File: config.mk
export PLATFORM = sky130hd
export DESIGN_NAME = ldst_addr_unit
export DESIGN_NICKNAME = d
export VERILOG_FILES = /design/src/rtl/ldst_pkg.sv /design/src/rtl/ldst_agen.sv /design/src/rtl/ldst_lanes.sv /design/src/rtl/ldst_beats.sv /design/src/rtl/ldst_addr_unit.sv
export SDC_FILE = /design/constraint.sdc
export NUM_CORES = 1
export LEC_CHECK = 0
export BUFFER_PORTS_ARGS = -buffer_cell sky130_fd_sc_hd__clkbuf_2
export CELL_PAD_IN_SITES_DETAIL_PLACEMENT = 1
export CELL_PAD_IN_SITES_GLOBAL_PLACEMENT = 2
export CORE_UTILIZATION = 29
export CTS_BUF_LIST = sky130_fd_sc_hd__clkbuf_2 sky130_fd_sc_hd__clkbuf_4 sky130_fd_sc_hd__clkbuf_8
export DETAILED_ROUTE_END_ITERATION = 12
export GPL_ROUTABILITY_DRIVEN = 0
export GPL_TIMING_DRIVEN = 0
export PLACE_DENSITY_LB_ADDON = 0.1
export SLEW_MARGIN = 20
export SYNTH_ARGS = -nofsm -noshare
export SYNTH_HDL_FRONTEND = slang
export SYNTH_SLANG_ARGS = --single-unit
File: constraint.sdc
create_clock -name clk_i -period 7.7 [get_ports clk_i]
set_input_delay 0.385 -clock clk_i [delete_from_list [all_inputs] [get_ports clk_i]]
set_output_delay 0.385 -clock clk_i [all_outputs]
set_load 0.1 [all_outputs]
File: src/rtl/ldst_pkg.sv
package ldst_pkg;
  typedef enum logic [1:0] {AM_OFFSET = 2'd0, AM_PRE = 2'd1, AM_POST = 2'd2, AM_RSVD = 2'd3} amode_e;
  typedef enum logic [2:0] {
    SZ_UB = 3'd0, SZ_SB = 3'd1, SZ_UH = 3'd2, SZ_SH = 3'd3, SZ_W = 3'd4
  } asize_e;

  function automatic logic is_byte(logic [2:0] s);
    return s == SZ_UB || s == SZ_SB;
  endfunction

  function automatic logic is_half(logic [2:0] s);
    return s == SZ_UH || s == SZ_SH;
  endfunction

  function automatic logic is_signed(logic [2:0] s);
    return s == SZ_SB || s == SZ_SH;
  endfunction
endpackage

File: src/rtl/ldst_agen.sv
module ldst_agen #(
  parameter int XLEN  = 32,
  parameter int OFF_W = 12
) (
  input  logic [XLEN-1:0]  base_i,
  input  logic [OFF_W-1:0] off_i,
  input  logic             sub_i,
  input  logic [1:0]       mode_i,
  output logic [XLEN-1:0]  addr_o,
  output logic             wb_en_o,
  output logic [XLEN-1:0]  wb_data_o
);
  import ldst_pkg::*;
  localparam int PAD = XLEN - OFF_W;

  logic [XLEN-1:0] off_ext, adj;

  assign off_ext = {{PAD{1'b0}}, off_i};
  assign adj     = sub_i ? base_i - off_ext : base_i + off_ext;

  always_comb begin
    wb_data_o = adj;
    unique case (amode_e'(mode_i))
      AM_PRE:  begin addr_o = adj;    wb_en_o = 1'b1; end
      AM_POST: begin addr_o = base_i; wb_en_o = 1'b1; end
      default: begin addr_o = adj;    wb_en_o = 1'b0; end
    endcase
  end
endmodule

File: src/rtl/ldst_lanes.sv
module ldst_lanes #(
  parameter int XLEN = 32
) (
  input  logic [$clog2(XLEN/8)-1:0] lane_i,
  input  logic [2:0]                size_i,
  input  logic                      store_i,
  input  logic [XLEN-1:0]           wdata_i,
  input  logic [XLEN-1:0]           rdata_i,
  output logic [XLEN/8-1:0]         strb_o,
  output logic [XLEN-1:0]           wdata_o,
  output logic [XLEN-1:0]           ldata_o,
  output logic                      illegal_o
);
  import ldst_pkg::*;
  localparam int NB  = XLEN / 8;
  localparam int LAW = $clog2(NB);

  logic            sz_b, sz_h, sz_s;
  logic [XLEN-1:0] byte_sh, half_sh;
  logic [7:0]      byte_v;
  logic [15:0]     half_v;
  logic [NB-1:0]   lane_hit;

  assign sz_b      = is_byte(size_i);
  assign sz_h      = is_half(size_i);
  assign sz_s      = is_signed(size_i);
  assign illegal_o = store_i && sz_s;

  for (genvar i = 0; i < NB; i++) begin : g_lane
    always_comb begin
      if (sz_b)      lane_hit[i] = (LAW'(i) == lane_i);
      else if (sz_h) lane_hit[i] = ((LAW'(i) >> 1) == (lane_i >> 1));
      else           lane_hit[i] = 1'b1;
    end
  end

  assign strb_o = (store_i && !illegal_o) ? lane_hit : '0;

  always_comb begin
    if (sz_b)      wdata_o = {NB{wdata_i[7:0]}};
    else if (sz_h) wdata_o = {(NB/2){wdata_i[15:0]}};
    else           wdata_o = wdata_i;
  end

  // lane extraction, then extension
  assign byte_sh = rdata_i >> {lane_i, 3'b000};
  assign half_sh = rdata_i >> {lane_i[LAW-1:1], 4'b0000};
  assign byte_v  = byte_sh[7:0];
  assign half_v  = half_sh[15:0];

  always_comb begin
    if (sz_b)      ldata_o = {{(XLEN-8){sz_s & byte_v[7]}}, byte_v};
    else if (sz_h) ldata_o = {{(XLEN-16){sz_s & half_v[15]}}, half_v};
    else           ldata_o = rdata_i;
  end
endmodule

File: src/rtl/ldst_beats.sv
module ldst_beats #(
  parameter int XLEN = 32
) (
  input  logic            clk_i,
  input  logic            rst_ni,
  input  logic            valid_i,
  input  logic            pair_i,
  input  logic            store_i,
  input  logic [XLEN-1:0] addr_i,
  input  logic [XLEN-1:0] wdata2_i,
  output logic            ready_o,
  output logic            accept_o,
  output logic            beat_o,
  output logic            store2_o,
  output logic [XLEN-1:0] addr2_o,
  output logic [XLEN-1:0] wdata2_o
);
  localparam int          NB     = XLEN / 8;
  localparam logic [XLEN-1:0] STRIDE = XLEN'(NB);

  logic busy_q;

  assign ready_o  = !busy_q;
  assign accept_o = valid_i && ready_o;
  assign beat_o   = busy_q;

  always_ff @(posedge clk_i or negedge rst_ni) begin
    if (!rst_ni) begin
      busy_q   <= 1'b0;
      store2_o <= 1'b0;
      addr2_o  <= '0;
      wdata2_o <= '0;
    end else begin
      busy_q <= accept_o && pair_i;
      if (accept_o && pair_i) begin
        store2_o <= store_i;
        addr2_o  <= addr_i + STRIDE;
        wdata2_o <= wdata2_i;
      end
    end
  end

  assert_beat2_blocks_R10: assert property (@(posedge clk_i) disable iff (!rst_ni)
    (accept_o && pair_i) |=> (!ready_o && beat_o));
  assert_beat2_single_R9: assert property (@(posedge clk_i) disable iff (!rst_ni)
    beat_o |=> !beat_o);
endmodule

File: src/rtl/ldst_addr_unit.sv
module ldst_addr_unit #(
  parameter int XLEN  = 32,
  parameter int OFF_W = 12
) (
  input  logic              clk_i,
  input  logic              rst_ni,
  input  logic              req_valid_i,
  output logic              req_ready_o,
  input  logic [XLEN-1:0]   base_i,
  input  logic [OFF_W-1:0]  off_i,
  input  logic              sub_i,
  input  logic [1:0]        mode_i,
  input  logic [2:0]        size_i,
  input  logic              store_i,
  input  logic              pair_i,
  input  logic [XLEN-1:0]   wdata_i,
  input  logic [XLEN-1:0]   wdata2_i,
  output logic              acc_valid_o,
  output logic              acc_beat_o,
  output logic [XLEN-1:0]   acc_addr_o,
  output logic              acc_we_o,
  output logic [XLEN/8-1:0] acc_strb_o,
  output logic [XLEN-1:0]   acc_wdata_o,
  input  logic [XLEN-1:0]   mem_rdata_i,
  output logic [XLEN-1:0]   ld_data_o,
  output logic              wb_en_o,
  output logic [XLEN-1:0]   wb_data_o,
  output logic              illegal_o
);
  import ldst_pkg::*;
  localparam int NB  = XLEN / 8;
  localparam int LAW = $clog2(NB);

  logic [XLEN-1:0] ag_addr, ag_wb, addr2, wdata2_q, lane_wd;
  logic            ag_wb_en, accept, beat, store2, lane_ill;
  logic [2:0]      eff_size;
  logic [NB-1:0]   lane_strb;

  ldst_agen #(.XLEN(XLEN), .OFF_W(OFF_W)) u_agen (
    .base_i(base_i), .off_i(off_i), .sub_i(sub_i), .mode_i(mode_i),
    .addr_o(ag_addr), .wb_en_o(ag_wb_en), .wb_data_o(ag_wb)
  );

  ldst_beats #(.XLEN(XLEN)) u_beats (
    .clk_i(clk_i), .rst_ni(rst_ni), .valid_i(req_valid_i), .pair_i(pair_i),
    .store_i(store_i), .addr_i(ag_addr), .wdata2_i(wdata2_i),
    .ready_o(req_ready_o), .accept_o(accept), .beat_o(beat),
    .store2_o(store2), .addr2_o(addr2), .wdata2_o(wdata2_q)
  );

  assign acc_valid_o = accept || beat;
  assign acc_beat_o  = beat;
  assign acc_addr_o  = beat ? addr2 : ag_addr;
  assign acc_we_o    = acc_valid_o && (beat ? store2 : store_i);
  assign eff_size    = (beat || pair_i) ? 3'(SZ_W) : size_i;
  assign lane_wd     = beat ? wdata2_q : wdata_i;

  ldst_lanes #(.XLEN(XLEN)) u_lanes (
    .lane_i(acc_addr_o[LAW-1:0]), .size_i(eff_size), .store_i(acc_we_o),
    .wdata_i(lane_wd), .rdata_i(mem_rdata_i),
    .strb_o(lane_strb), .wdata_o(acc_wdata_o), .ldata_o(ld_data_o),
    .illegal_o(lane_ill)
  );

  assign acc_strb_o = lane_strb;
  assign illegal_o  = acc_valid_o && lane_ill;
  assign wb_en_o    = accept && ag_wb_en;
  assign wb_data_o  = ag_wb;

  assert_offset_no_wb_R1: assert property (@(posedge clk_i) disable iff (!rst_ni)
    (accept && (mode_i == 2'd0 || mode_i == 2'd3)) |-> !wb_en_o);
  assert_post_raw_base_R3: assert property (@(posedge clk_i) disable iff (!rst_ni)
    (accept && mode_i == 2'd2) |-> (acc_addr_o == base_i && wb_en_o));
  assert_store_has_lanes_R7: assert property (@(posedge clk_i) disable iff (!rst_ni)
    (acc_we_o && !illegal_o) |-> (acc_strb_o != '0));
  assert_illegal_no_strb_R8: assert property (@(posedge clk_i) disable iff (!rst_ni)
    illegal_o |-> (acc_strb_o == '0 && acc_we_o));
  assert_beat2_stride_R9: assert property (@(posedge clk_i) disable iff (!rst_ni)
    acc_beat_o |-> (acc_addr_o == $past(acc_addr_o) + XLEN'(NB) && acc_strb_o != '0 || !acc_we_o));
  assert_wb_once_R10: assert property (@(posedge clk_i) disable iff (!rst_ni)
    acc_beat_o |-> !wb_en_o);
  assert_idle_quiet_R11: assert property (@(posedge clk_i) disable iff (!rst_ni)
    (!req_valid_i && !acc_beat_o) |-> (!acc_valid_o && !wb_en_o));
endmodule

==> flow_summary.json <==
{
  "status": "completed",
  "clkPwrFrac": 0.138,
  "die_h_um": 163.8,
  "antenna_left": 0,
  "clock_latency_ns": 0.36,
  "die_x_um": 163.8,
  "cts_sinks": 66,
  "postPlaceCellArea_um2": 9469,
  "grtUsageTotal": 0.2443,
  "crit_path_frequent_cell": "clkbuf_1",
  "dieArea_um2": 26820,
  "slew_headroom": 0.2741,
  "drv_slew": 0,
  "fp.coreArea_um2": 25400,
  "cpPeakStageDelay_ns": 0.59,
  "p_leak_nw": 4.793,
  "viasPerCell": 5.274,
  "antenna_found_initial": 1,
  "cts_tree": "yes",
  "fin_area_um2": 9717,
  "num_rows": 58,
  "worstPathRequired_ns": 7.32,
  "worstMarginPinSlew_ns": 1.075,
  "synth_cell_types": 79,
  "post_cts_buffers": 0,
  "h-tree-depth": 3,
  "clk_pin_slew_ns": 0.08,
  "dp_hpwl_um": 27560,
  "synthCells": 1055,
  "synth_edf_count": 0,
  "max_freq_mhz": 159.4,
  "drive_gt1_frac": 0.2699,
  "cp-end-kind": "output port",
  "portBuffers": 287,
  "synth-seq-area-share": 0.2176,
  "layout.nets": 1542,
  "clock_path_buffers": 2,
  "critPathBufInv": 8,
  "critical_path.slowest_cell": "clkbuf_1",
  "min_period_over_period": 0.8149,
  "syn_area_um2": 7590,
  "cts_buffers": 9,
  "drt-initial-drc-count": 445,
  "synth_fp_nets": 1242,
  "p_sw_mw": 1.592,
  "first_pass_iters": 4,
  "final_util": 0.3826,
  "p_comb_frac": 0.686,
  "ys_async_sr_fraction": 1.000,
  "cp_cell_sequence": "clkbuf_2, inv_1, ha_1, clkbuf_1, buf_1, clkbuf_1, clkbuf_1, o21ai_0, mux2i_1, nor2_1, a31oi_1, mux2i_1, nor2_1, clkbuf_1, a21o_1, clkbuf_2",
  "finalHoldViolations": 0,
  "power_density_nw_per_um2": 261.5,
  "routed_wl_um": 33280,
  "irDropWorstVdd_uv": 178.2,
  "crit_family": "buffers and inverters",
  "power_frac_seq": 0.177,
  "syn_to_final_growth_pct": 28.03,
  "fin_crit_ns": 6.275,
  "layout_common_cells": "286 x clkbuf_2, 236 x nand2_1, 78 x a21oi_1, 78 x o21ai_0, 72 x nor2_1",
  "grt_max_degree": 45,
  "grt_pass1_vias": 8895,
  "ys.flop_type": "dfrtp_1",
  "cts-root-buf": "clkbuf_8",
  "grt_setup_unrepaired": "no",
  "grt_first_pass_wirelength_um": 50060,
  "grt_overflow": 0,
  "holdCritPathClass": "in -> reg",
  "intPower_mw": 0.9495,
  "wl_per_cell_um": 19.66,
  "crit_type": "in -> out",
  "setup_viol": 0,
  "yosysWarnings": 0,
  "io_pins": 289,
  "start_util": 0.2988,
  "cts_resized": 0,
  "drv_cap": 0,
  "cp-start-kind": "input pin",
  "critical_path.max_fanout": 10,
  "crit_arrival_ns": 5.89,
  "dr_total_vias": 8929,
  "drcViolationCount": 0,
  "ys_ff_latch": 66,
  "final_common_cell": "clkbuf_2",
  "clock_skew_ns": 0.007177,
  "syn_avg_cell_area_um2": 7.194,
  "tns_ns": 0,
  "switching_share": 0.6264
}
[power by group through the flow]
stage	Combinational (mW)	Sequential, mW	Clock, mW
final	1.74	0.449	0.350
after global placement	1.73	0.453	0
after detailed placement	1.74	0.457	0
after floorplan	1.40	0.447	0
after CTS	1.75	0.450	0.359
after global routing	1.84	0.458	0.367
[per-layer routing]
metal / part of all wire / wire length, um / track usage
met1: 0.49 / 16340 / 0.3468
met3: 0.037 / 1225 / 0.02778
met2: 0.45 / 15030 / 0.3871
met4: 0.021 / 691 / 0.06944
met5: 0 / 0 / 0
[final timing paths]
path	from	endpoint	slack [ns]	depth (start not counted)
worst max-delay path	mode_i[0]	ld_data_o[23]	1.43	16
worst min-delay path	wdata2_i[23]	u_beats.wdata2_o[23]	0.21	3
worst max register to register	u_beats.beat_o	u_beats.wdata2_o[19]	5.09	7
worst min register to register	u_beats.wdata2_o[5]	u_beats.wdata2_o[5]	0.47	2
max in group asynchronous	rst_ni	u_beats.wdata2_o[11]	6.59	3
min in group asynchronous	rst_ni	u_beats.addr2_o[26]	0.51	2
[metrics by stage]
stage / hold slack, ns / worst slack (ns) / power [mW] / cells
final: 0.2058 / 1.425 / 2.541 / 1693
after global routing: 0.2037 / 0.9971 / 2.662 / 1691
after CTS: 0.1903 / 1.371 / 2.558 / 1690
after floorplan: 0.08941 / 0.4339 / 1.851 / 1055
after detailed placement: 0.3614 / 1.385 / 2.200 / 1673
after global placement: 0.4558 / 1.487 / 2.184 / 1672
[area by class of cell]
type,instances,area [um^2]
clock inverters,6,88.84
well taps,330,412.9
multi-input cells,895,5574
diodes,3,7.507
plain buffers,64,255.2
clock buffers,10,137.6
inverters,30,112.6
repair buffers,289,1476
fillers,3326,15680
flip-flops and latches,66,1652
[worst min-delay path, cell delays in order]
cell,delay (ns)
clkbuf_2,0.07
nand2_1,0.04
nand2_1,0.04
[repair_timing]
action | CTS | global route
endpoints found under the setup margin | 0 | 0
hold buffers | 1 | 0
hold endpoints to repair | 22 | 0
[synthesized netlist by cell type (5+ instances only)]
cell,number,area share
nand2_1,236,0.12
nor2_1,72,0.036
nand2b_1,5,0.0041
o211ai_1,5,0.0049
a21o_1,28,0.028
and3_1,10,0.0082
a31oi_1,13,0.011
nand4_1,12,0.0099
or3_1,10,0.0082
buf_1,6,0.0030
o21ai_0,78,0.051
o21a_1,7,0.0069
buf_2,6,0.0040
nor4_1,7,0.0058
dfrtp_1,66,0.22
xor2_1,16,0.018
nor3b_1,7,0.0069
o21ai_1,5,0.0033
mux2_2,33,0.049
a32oi_1,5,0.0058
nor3_1,18,0.012
a21oi_1,79,0.052
nand3_1,32,0.021
nor2b_1,5,0.0041
and2_1,13,0.011
inv_1,28,0.014
mux2i_1,45,0.059
ha_1,35,0.058
clkbuf_1,51,0.025
o31ai_1,10,0.0099
xnor2_1,33,0.038
[registers in the layout, indices dropped and copies added (netlist names)]
name	flops
u_beats.store2_o	1
u_beats.beat_o	1
u_beats.wdata2_o	32
u_beats.addr2_o	32
[logic make-up after synthesis]
logic type | count (synthesis) | share of synthesized area
AOI/OAI and AO/OA | 285 | 0.2428
xor gates and xnor gates | 49 | 0.05654
adders and majority gates | 36 | 0.06034
buffers and inverters | 94 | 0.04847
DFF | 66 | 0.2176
muxes | 78 | 0.1083
and+or+nand+nor | 447 | 0.2659
(Power assumes the default switching activity.)
